## src/rtl/tlb_pkg.sv

```systemverilog
package tlb_pkg;

  // Status carried alongside each cached translation
  typedef struct packed {
    logic valid;
    logic dirty;
    logic refd;
  } tlb_flags_t;

  localparam int unsigned TLB_ENTRIES_DEF = 16;
  localparam int unsigned TLB_VPN_W_DEF   = 20;
  localparam int unsigned TLB_PFN_W_DEF   = 18;
  localparam int unsigned TLB_RT_W_DEF    = 3;

endpackage

```

## src/rtl/tlb_match.sv

```systemverilog
module tlb_match #(
  parameter int unsigned N     = 16,
  parameter int unsigned VPN_W = 20,
  localparam int unsigned IDX_W = (N > 1) ? $clog2(N) : 1
) (
  input  logic [VPN_W-1:0] tags [N],
  input  logic [N-1:0]     valid_vec,
  input  logic [VPN_W-1:0] vpn,
  output logic [N-1:0]     match_vec,
  output logic             any,
  output logic [IDX_W-1:0] idx
);

  // Parallel tag comparators, one per slot
  for (genvar g = 0; g < N; g++) begin : g_cmp
    assign match_vec[g] = valid_vec[g] && (tags[g] == vpn);
  end

  assign any = |match_vec;

  // Lowest-index match wins
  always_comb begin
    idx = '0;
    for (int i = N - 1; i >= 0; i--) begin
      if (match_vec[i]) idx = IDX_W'(i);
    end
  end

endmodule

```

## src/rtl/tlb_victim.sv

```systemverilog
module tlb_victim #(
  parameter int unsigned N = 16,
  localparam int unsigned IDX_W = (N > 1) ? $clog2(N) : 1
) (
  input  logic             clk,
  input  logic             rst,
  input  logic [N-1:0]     valid_vec,
  input  logic             advance,
  output logic [IDX_W-1:0] victim,
  output logic             full
);

  logic [IDX_W-1:0] rr_ptr;
  logic [IDX_W-1:0] free_idx;

  assign full = &valid_vec;

  always_comb begin
    free_idx = '0;
    for (int i = N - 1; i >= 0; i--) begin
      if (!valid_vec[i]) free_idx = IDX_W'(i);
    end
  end

  assign victim = full ? rr_ptr : free_idx;

  always_ff @(posedge clk) begin
    if (rst) begin
      rr_ptr <= '0;
    end else if (advance) begin
      rr_ptr <= (rr_ptr == IDX_W'(N - 1)) ? '0 : rr_ptr + 1'b1;
    end
  end

endmodule

```

## src/rtl/tlb_fa.sv

```systemverilog
module tlb_fa
  import tlb_pkg::*;
#(
  parameter int unsigned ENTRIES = TLB_ENTRIES_DEF,
  parameter int unsigned VPN_W   = TLB_VPN_W_DEF,
  parameter int unsigned PFN_W   = TLB_PFN_W_DEF,
  parameter int unsigned RT_W    = TLB_RT_W_DEF,
  localparam int unsigned IDX_W  = (ENTRIES > 1) ? $clog2(ENTRIES) : 1
) (
  input  logic             clk,
  input  logic             rst,
  input  logic             lk_valid,
  input  logic [VPN_W-1:0] lk_vpn,
  input  logic             lk_store,
  output logic             lk_hit,
  output logic [PFN_W-1:0] lk_pfn,
  output logic [RT_W-1:0]  lk_rights,
  output logic             lk_dirty,
  output logic             lk_ref,
  input  logic             fill_valid,
  input  logic [VPN_W-1:0] fill_vpn,
  input  logic [PFN_W-1:0] fill_pfn,
  input  logic [RT_W-1:0]  fill_rights,
  input  logic             flush
);

  logic [VPN_W-1:0] tag_tab [ENTRIES];
  logic [PFN_W-1:0] pfn_tab [ENTRIES];
  logic [RT_W-1:0]  rt_tab  [ENTRIES];
  logic [ENTRIES-1:0] valid_vec, dirty_vec, ref_vec;

  logic [ENTRIES-1:0] match_vec;
  logic               match_any;
  logic [IDX_W-1:0]   match_idx;
  logic [IDX_W-1:0]   victim;
  logic               full;
  logic               do_fill;
  logic               do_hit;
  tlb_flags_t         hit_flags;

  tlb_match #(.N(ENTRIES), .VPN_W(VPN_W)) u_match (
    .tags      (tag_tab),
    .valid_vec (valid_vec),
    .vpn       (lk_vpn),
    .match_vec (match_vec),
    .any       (match_any),
    .idx       (match_idx)
  );

  assign do_fill = fill_valid && !flush;
  assign do_hit  = lk_valid && match_any;

  tlb_victim #(.N(ENTRIES)) u_victim (
    .clk       (clk),
    .rst       (rst),
    .valid_vec (valid_vec),
    .advance   (do_fill && full),
    .victim    (victim),
    .full      (full)
  );

  // Read side: same-cycle answer, zero on miss
  always_comb begin
    hit_flags = '{valid: valid_vec[match_idx],
                  dirty: dirty_vec[match_idx],
                  refd:  ref_vec[match_idx]};
    lk_hit    = do_hit;
    lk_pfn    = do_hit ? pfn_tab[match_idx] : '0;
    lk_rights = do_hit ? rt_tab[match_idx]  : '0;
    lk_dirty  = do_hit && hit_flags.dirty;
    lk_ref    = do_hit && hit_flags.refd;
  end

  // Status flags: hit updates first, fill content overrides
  always_ff @(posedge clk) begin
    if (rst) begin
      valid_vec <= '0;
      dirty_vec <= '0;
      ref_vec   <= '0;
    end else if (flush) begin
      valid_vec <= '0;
    end else begin
      if (do_hit) begin
        ref_vec[match_idx] <= 1'b1;
        if (lk_store) dirty_vec[match_idx] <= 1'b1;
      end
      if (fill_valid) begin
        valid_vec[victim] <= 1'b1;
        dirty_vec[victim] <= 1'b0;
        ref_vec[victim]   <= 1'b0;
      end
    end
  end

  // Payload storage: single write port, no reset
  always_ff @(posedge clk) begin
    if (do_fill) begin
      tag_tab[victim] <= fill_vpn;
      pfn_tab[victim] <= fill_pfn;
      rt_tab[victim]  <= fill_rights;
    end
  end

endmodule

```

## config.mk

```make
export PLATFORM = sky130hd
export DESIGN_NAME = tlb_fa
export DESIGN_NICKNAME = d
export VERILOG_FILES = /design/src/rtl/tlb_pkg.sv /design/src/rtl/tlb_match.sv /design/src/rtl/tlb_victim.sv /design/src/rtl/tlb_fa.sv
export SDC_FILE = /design/constraint.sdc
export NUM_CORES = 1
export LEC_CHECK = 0
export ABC_AREA = 1
export BUFFER_PORTS_ARGS = -buffer_cell sky130_fd_sc_hd__buf_2
export CORE_MARGIN = 2
export CORE_UTILIZATION = 36
export CTS_CLUSTER_SIZE = 12
export DETAILED_ROUTE_END_ITERATION = 10
export GPL_ROUTABILITY_DRIVEN = 0
export HOLD_SLACK_MARGIN = 0.1
export SYNTH_ARGS = -nofsm -noshare
export SYNTH_HDL_FRONTEND = slang
export SYNTH_SLANG_ARGS = --single-unit
```

## constraint.sdc

```tcl
create_clock -name clk -period 4.7 [get_ports clk]
set_input_delay 0.705 -clock clk [delete_from_list [all_inputs] [get_ports clk]]
set_output_delay 0.705 -clock clk [all_outputs]
set_load 0.02 [all_outputs]
```

Word level (Yosys, flattened, before mapping)
Memories as Yosys holds them, arrays and structs flattened. Cells that the tools add are included.

Memories kept: 2. RAM bits: 336. Bits in registers: 372.

Memory list: pfn_tab (words 16, width 18, read ports 1, clocked after memory_dff 0, write ports 1, RTL line tlb_fa.sv:28) `logic [PFN_W-1:0] pfn_tab [ENTRIES];`; rt_tab (words 16, width 3, read ports 1, clocked after memory_dff 0, write ports 1, RTL line tlb_fa.sv:29) `logic [RT_W-1:0] rt_tab [ENTRIES];`.

Magnitude comparators: 6. Bitwise logic cells: 7. Mux-type cells: 58. Equal/unequal tests: 17. Add/subtract/negate cells: 1. Reduce and logical (&&, ||, !) cells: 28.

Operators with widths (count): bitwise mux 320 bit (1); equality test 20 bit (16); 2-to-1 mux 16 bit (9); 2-to-1 mux 4 bit (34); demux 20 bit (select 4 bit) (1); OR 16 bit (3); AND 16 bit (2); logical AND 1 bit (24); 2-to-1 mux 20 bit (1); 2-to-1 mux 18 bit (1); NOT 16 bit (1); AND reduction 16 bit (1); OR reduction 16 bit (1); less-than comparator 4 x 5 -> 1 bit (second input constant) (2); binary-select mux 1 bit (select 4 bit) (2); demux 1 bit (select 4 bit) (2); >= comparator 4 x 1 -> 1 bit (second input constant) (2); 2-to-1 mux 1 bit (6); >= comparator 5 bit (second input constant) (1); less-than comparator 5 x 1 -> 1 bit (second input constant) (1); NOT 4 -> 5 bit (1); adder 4 x 1 -> 4 bit (second input constant) (1); equality test 4 bit (second input constant) (1); 2-to-1 mux 3 bit (1); 2 further kinds (2).

Depth between registers and ports, before layout
Gate-level depths: netlist of the first run.

Depth in word-level cells: 29. Gate-level depth with buffers: 33.

Modules after synthesis
A second synthesis of the first run with hierarchy kept.

Cells, all modules: 2854. Area total of the unflattened synthesis: 30719.5 um^2.

Modules (own cells, without submodules): tlb_fa (area each 25802.2 um^2, cells each 2002, times used 1); tlb_match (area each 4554.4 um^2, cells each 788, times used 1); tlb_victim (area each 362.8 um^2, cells each 64, times used 1).

Least setup slack after synthesis of the first run
Ideal clock, no wire load.

Path type: register to register. From: register valid_vec[8]. To: memory pfn_tab[7][0] in the netlist's numbering, enable pin. Period minus slack after synthesis: 4.015 ns. Slack: 0.685 ns. Setup time: 0.440 ns. Buffers on the path: 0. Stages on the path, launching flop included: 11. Required time: 4.260 ns. Arrival time: 3.576 ns. Path through: dfxtp_1 -> inv_1 -> nor4_1 -> inv_1 -> nor4_1 -> nand2_1 -> o21ai_0 -> inv_1 -> nor3_1 -> nand2_1 -> nor2_1.

Longest elaborated chain between the ends: 10.

RTL lines: start: declaration (RTL line tlb_fa.sv:30) `logic [ENTRIES-1:0] valid_vec, dirty_vec, ref_vec;`; start signal: assignment (RTL line tlb_fa.sv:77) `valid_vec <= '0;`; start signal: assignment (RTL line tlb_fa.sv:81) `valid_vec <= '0;`; start signal: indexed assignment (RTL line tlb_fa.sv:88) `valid_vec[victim] <= 1'b1;`; 2-to-1 mux 4 bit (9 in a row) (RTL line tlb_victim.sv:21) `if (!valid_vec[i]) free_idx = IDX_W'(i);`; 2-to-1 mux 4 bit * (RTL line tlb_victim.sv:25) `assign victim = full ? rr_ptr : free_idx;`; end: declaration (RTL line tlb_fa.sv:28).

Every way passes the cells marked *; elsewhere a longest branch is shown, timed or not.

Final worst setup path of the first run
From: input port lk_vpn[18]. To: output port lk_pfn[0].

Longest elaborated chain between the ends: 20.

RTL lines: start: declaration (RTL line tlb_fa.sv:13) `input logic [VPN_W-1:0] lk_vpn,`; equality test 20 bit (RTL line tlb_match.sv:16) `assign match_vec[g] = valid_vec[g] && (tags[g] == vpn);`; logical AND 1 bit (RTL line tlb_match.sv:16); 2-to-1 mux 4 bit (16 in a row) (RTL line tlb_match.sv:25) `if (match_vec[i]) idx = IDX_W'(i);`; memory read (16 x 18 bit); 2-to-1 mux 18 bit * (RTL line tlb_fa.sv:68) `lk_pfn = do_hit ? pfn_tab[match_idx] : '0;`; end: declaration (RTL line tlb_fa.sv:16) `output logic [PFN_W-1:0] lk_pfn,`.

Marks and branches as above.

==> results of run 1 <==
==> path summary, 6_finish.rpt <==
path                    to  cells after the start          start  slack [ns]
max              lk_pfn[0]                     24     lk_vpn[18]        0.09
min reg2reg  dirty_vec[11]                      2  dirty_vec[11]        0.46
max reg2reg   tag_tab[260]                     11   valid_vec[9]        0.94
min           valid_vec[0]                      3     fill_valid        0.33
==> critical path, delay by kind of cell <==
| family | cells | cell delay (ns) |
|---|---|---|
| xor+xnor | 1 | 0.15 |
| simple gates | 12 | 1.34 |
| compound gates | 1 | 0.19 |
| buf+inv | 10 | 1.51 |
==> cell usage after synthesis, drive strengths merged, types with 5 or more instances <==
cell | instances | share of area (%)
nor2 | 156 | 1.9
buf | 98 | 1.9
dfxtp | 52 | 3.3
xnor2 | 31 | 0.86
xor2 | 56 | 1.5
nor3 | 20 | 0.32
a21oi | 62 | 1.0
nand3b | 86 | 2.0
or2 | 15 | 0.30
edfxtp | 656 | 62
o21ai | 109 | 1.7
o221ai | 5 | 0.14
nand4 | 159 | 3.1
clkbuf | 55 | 0.65
o211ai | 5 | 0.12
nor4 | 20 | 0.39
a211oi | 13 | 0.31
a221oi | 7 | 0.19
inv | 497 | 5.9
o2111ai | 15 | 0.41
nand3 | 222 | 3.5
o22ai | 51 | 1.0
nand2 | 565 | 6.7
==> report_power, final <==
group          total, mW  switching [mW]  internal, mW
Combinational      0.584           0.402         0.182
Clock               5.75            2.52          3.24
Sequential          6.91         0.00804          6.90
Total               13.2            2.93          10.3
==> state kept, by name (all words and copies together) (netlist names) <==
signal	cells
valid_vec	16
rt_tab	48
u_victim.rr_ptr	4
ref_vec	16
tag_tab	320
dirty_vec	16
pfn_tab	288
==> kinds of logic after synthesis <==
group                    synth area share, %
XOR/XNOR                               2.401
buffers and inverters                  8.460
adder cells (fa/ha/maj)              0.03941
AND/OR/NAND/NOR                        18.36
flip-flops                             65.34
AO/OA/AOI/OAI                          5.393
==> cell usage in the layout (no fill, tap or decap), types with 44 or more instances in the layout <==
cell type,Yosys,routed
buf_12,0,44
clkbuf_16,0,83
nand3b_1,86,86
inv_1,475,473
nand3_1,222,187
o22ai_1,51,51
xor2_1,56,56
a21oi_1,61,61
edfxtp_1,656,656
buf_2,49,65
o21ai_0,86,82
nand4_1,159,159
buf_4,32,208
dfxtp_1,52,52
nor2_1,153,113
nand2_1,563,531
==> per-stage QoR <==
step                total power [mW]  hold WS [ns]  util [%]
floorplan                      7.260        0.4268         -
global placement               7.593        0.4468     40.56
detailed placement             7.596        0.4455     40.56
CTS                            13.29        0.3102     43.66
global route                   13.57        0.3495     44.74
finish                         13.24        0.3295     44.74
==> metal layers <==
layer	vias to the layer above	share of wire (%)	global-route usage [%]
met4	2	3.2	7.001
met5	-	0.013	0
met1	11510	42	30.24
met3	217	9.2	3.485
li1	10800	-	-
met2	1221	46	34.43
==> layout make-up <==
type / instances / area [sq um]
Clock inverter: 24 / 239.0
Timing Repair Buffer: 369 / 3525
Sequential cell: 708 / 20740
Tap cell: 1155 / 1445
Fill cell: 7995 / 48090
Inverter: 498 / 1894
Clock buffer: 102 / 2082
Antenna cell: 1 / 2.502
Multi-Input combinational cell: 1622 / 9007
==> repair_timing <==
item	CTS	global route
endpoints found under the setup margin	23	23
pin swaps	7	61
gates resized for setup	30	186
cloned	5	7
setup buffers	13	14
==> reports/metrics.cfg, run 1 <==
[clock_tree]
clockRootBuffer = clkbuf_16
cts_buffers = 75
path_clk_slew_ns = 0.06
clock-sinks = 708
clock_latency_ns = 0.63
htreeDepth = 3
cts.path.max_buffers = 3
cts_tree = yes
cts-hold-fix-buffers = 0

[grt]
track_usage_pct = 21.64
grt_antenna_before_repair = 3
grt_pass1_vias = 21740
overflow = 0
grt_pass1_wl_um = 144500
grt_max_degree = 57

[critical_path]
slowest_delay_ns = 0.21
cp_slowest_cell = buf_4
end_kind = primary output
critPathLaunchType = input pin
crit_path_max_fanout = 19
worstPathCellList = buf_2, buf_4, buf_4, xor2_1, nand3b_1, nor2_2, nand3_1, buf_4, nand3_1, nand3_2, nand3_1, nand2_2, a21oi_4, buf_8, buf_16, inv_8, buf_12, buf_4, nand3b_1, nand3_2, nand2_1, nand3_2, nor2_4, buf_6
arrival_ns = 3.90
cp.required_ns = 3.99
path_class = in -> out
crit_path_frequent_cell = buf_4

[flow_run]
drv_cap = 0

[sta]
finalCritPeriodShare_pct = 98.07
relSlewSlack_pct = 38.03
fin_crit_ns = 4.609
rsz0062_at_grt = yes
fmax_ghz = 0.2170
setup_viol = 0
tightest_slew_ns = 0.9274
slew_viol_final = 0
finalHoldViolCount = 0
tns_ns = 0
fin_ws_ns = 0.09065
fin_skew_ns = 0.01597

[final_layout]
syn_to_final_growth_pct = 22.67
design_area_sq_um = 38930
instances_no_fill = 4479
fin_nets = 3342
final_layout_size_suffix_gt1_share_pct = 19.05

[floorplanning]
die_y_um = 300.9
io_pins = 91
fp.dieArea_sq_um = 90560
num_rows = 108
core_area_sq_um = 87020
dieWidth_um = 300.9
start_util_pct = 36.47

[place]
dpl_cell_area_sq_um = 35300
post-place-ws_ns = -0.6098
dp.cells = 4313
hpwl_um = 61830
io_buffers = 90

[pwr]
powerDensity_nw_per_um2 = 340.2
p_leak_nw = 14.95
vdd_drop_max_mv = 0.2330

[detailed_routing]
dr.pass1.iters = 8
vias_per_cell = 5.303
wl_per_cell_um = 22.63
drt_wl_total_um = 101400
drc_errors = 0
drtIter0Drc = 2718
ant_nets = 0
vias = 23750

[synth]
yosysUniqueCellTypes = 50
synth_nets = 3047
synth_edf_count = 656
async_flop_share_pct = 0
synthCells = 2979
yosysWarnings = 0
ys_seq_area_share_pct = 65.34
synth_area_sq_um = 31740
synth_flop_cell = edfxtp_1
ys_ff_latch = 708
synth_area_per_cell_sq_um = 10.65

[min_path]
hold_path_class = in -> reg

[status]
outcome = finished clean

Note: power is estimated with default switching activity, not from simulation.
==> inputs of run 2 (changes only) <==
Settings changed: SYNTH_HIERARCHICAL set to 1.
==> run 2 against run 1 <==
- synthesized area is 3.4% lower
- flip-flop and latch count unchanged
- non-clock buffer count down 36
- critical endpoint is now lk_rights[1]
- first-iteration DRC count is 20% lower
- power down 0.73%
- routed wire length down 8.7%
- largest power group unchanged
- critical path depth shrank 5
==> reports/metrics.cfg, run 2 <==
[flow_run]
drv_cap = 0  ; unchanged

[sta]
tightest_slew_ns = 1.030  ; +0.1023 ns
slew_viol_final = 0  ; unchanged
finalHoldViolCount = 0  ; unchanged
fmax_ghz = 0.2139  ; -1.4%
fin_ws_ns = 0.02577  ; -0.06488 ns
setup_viol = 0  ; unchanged
rsz0062_at_grt = yes
finalCritPeriodShare_pct = 99.45  ; +1.4 points
fin_skew_ns = 0.02147  ; +0.005500 ns
fin_crit_ns = 4.674  ; +0.06488 ns
relSlewSlack_pct = 31.11  ; -6.9 points

[clock_tree]
htreeDepth = 3  ; unchanged
cts.path.max_buffers = 3  ; unchanged
cts-hold-fix-buffers = 0  ; unchanged
clock-sinks = 708  ; unchanged
path_clk_slew_ns = 0.06  ; about the same
cts_tree = yes
cts_buffers = 76  ; +1.3%
clockRootBuffer = clkbuf_16
clock_latency_ns = 0.63  ; about the same

[floorplanning]
core_area_sq_um = 84750  ; -2.6%
start_util_pct = 36.19  ; -0.28 points
die_y_um = 295.9  ; -1.7%
num_rows = 107  ; -0.93%
dieWidth_um = 295.9  ; -1.7%
io_pins = 91  ; unchanged
fp.dieArea_sq_um = 87540  ; -3.3%

[synth]
synth_area_per_cell_sq_um = 10.80  ; +1.4%
synthCells = 2840  ; -4.7%
synth_area_sq_um = 30670  ; -3.4%
synth_nets = 2908  ; -4.6%
yosysWarnings = 6  ; +6

[final_layout]
regArea_sq_um = 20740  ; about the same
fin_nets = 3195  ; -4.4%
top_regs = tag_tab: 320 flops, pfn_tab: 288 flops, rt_tab: 48 flops
design_area_sq_um = 37110  ; -4.7%
largest_reg_flops = 320  ; unchanged
final_common_cell = nand2_1
mostFrequentLayoutCells = nand2_1, edfxtp_1, nor2_1
instances_no_fill = 4320  ; -3.5%
multi_input_area_sq_um = 8967  ; -0.44%
final_layout_size_suffix_gt1_share_pct = 17.17  ; -1.9 points
syn_to_final_growth_pct = 21.00
n_fill_cell = 7774  ; -2.8%
regMostFlops = tag_tab

[min_path]
hold_path_class = in -> reg

[grt]
track_usage_pct = 20.80  ; -0.84 points
grt_max_degree = 43  ; -25%
grt_pass1_vias = 20520  ; -5.6%
grt_pass1_wl_um = 132600  ; -8.2%
overflow = 0  ; unchanged
grt_antenna_before_repair = 4  ; +1

[place]
hpwl_um = 57370  ; -7.2%
dpl_cell_area_sq_um = 34260  ; -2.9%
io_buffers = 90  ; unchanged
post-place-ws_ns = -0.1597  ; +0.4501 ns
dp.cells = 4175  ; -3.2%

[pwr]
vdd_drop_max_mv = 0.2503  ; +7.4%
power_mw = 13.15  ; -0.73%
p_leak_nw = 14.23  ; -4.8%
powerDensity_nw_per_um2 = 354.3  ; +4.2%

[critical_path]
r2r_start = valid_vec[13]
slowest_delay_ns = 0.52  ; +0.31 ns
critPathLaunchType = flop
crit_path_frequent_cell = buf_4
reg2reg_depth = 11  ; unchanged
end_kind = primary output
startpoint = tag_tab[284]
arrival_ns = 3.97  ; +0.07 ns
cp_slowest_cell = nor4_1
crit_path_max_fanout = 5  ; -14
crit_end = lk_rights[1]
regToRegSetupSlack_ns = 1.12  ; +0.18 ns
path_class = reg -> out
worstPathCellList = a22o_1, nor2_1, nand3_1, nor4_1, nand3_2, nand3_2, nor4_2, buf_4, buf_4, buf_12, nor2_4, buf_6, buf_12, buf_4, nand2_1, nand2_1, nor2_1, nor2_1, buf_4
timing.rr.end = pfn_tab[10][15]
cp.required_ns = 3.99  ; about the same

[detailed_routing]
wl_met2_um = 43150  ; -7.3%
drtIter0Drc = 2178  ; -20%
dr.pass1.iters = 5  ; -3
top_layer_used = met5
vias_per_cell = 5.074  ; -4.3%
wl_met1_um = 38430  ; -8.9%
drc_errors = 0  ; unchanged
wl_met3_um = 7760  ; -17%
ant_nets = 0  ; unchanged
drt_wl_total_um = 92590  ; -8.7%
vias = 21920  ; -7.7%
wl_per_cell_um = 21.43  ; -5.3%

[status]
outcome = finished clean

-- run 2: worst min path at each step --
stage | from | to | slack (ns) | depth (start not counted)
2_1_floorplan | dirty_vec[11] | dirty_vec[11] | 0.44 | 2
3_3_place_gp | dirty_vec[2] | dirty_vec[2] | 0.45 | 2
3_5_place_dp | ref_vec[0] | ref_vec[0] | 0.46 | 2
4_1_cts | rst | u_victim/rr_ptr[1] | 0.26 | 2
5_1_grt | rst | u_victim/rr_ptr[1] | 0.29 | 2
6_report | rst | u_victim/rr_ptr[1] | 0.28 | 2
-- run 2: metrics by stage --
step	setup TNS, ns	util (%)	hold WS (ns)
finish	0	43.79	0.2821
global placement	-2.033	40.43	0.4480
global route	-2.448	43.78	0.2874
floorplan	0	-	0.4366
CTS	0	43.21	0.2584
detailed placement	-1.330	40.43	0.4576
-- run 2: critical path, delay by kind of cell, from the launching register on --
kind	cells	cell delay (ns)
buffers and inverters	7	0.94
flip-flops	1	0.50
AND/OR/NAND/NOR	11	1.61
AO/OA/AOI/OAI	1	0.28
-- run 2: power breakdown --
part	internal [mW]	switching (mW)	leakage, nW
Combinational	0.177	0.399	6.77
Sequential	6.90	0.00809	6.33
Clock	3.19	2.47	1.12
-- run 2: layer usage --
layer	vias up	GRT usage, %
li1	10220	-
met1	10620	27.73
met4	4	7.280
met3	165	3.770
met5	-	0
met2	911	34.08
-- run 2: cell type report --
type / count / share of cell area [%]
sequential: 708 / 55.90
clock inverter: 29 / 0.7216
multi-input combinational: 1915 / 24.17
tap: 1144 / 3.857
antenna: 2 / 0.01349
clock buffer: 96 / 5.496
inverter: 93 / 1.069
timing repair buffer: 333 / 8.777
-- run 2: what timing repair did --
item | in CTS | in global routing
setup buffers | 2 | 11
setup endpoints to repair | 23 | 23
gates cloned | 0 | 8
pin swaps | 2 | 39
resized for setup | 10 | 84
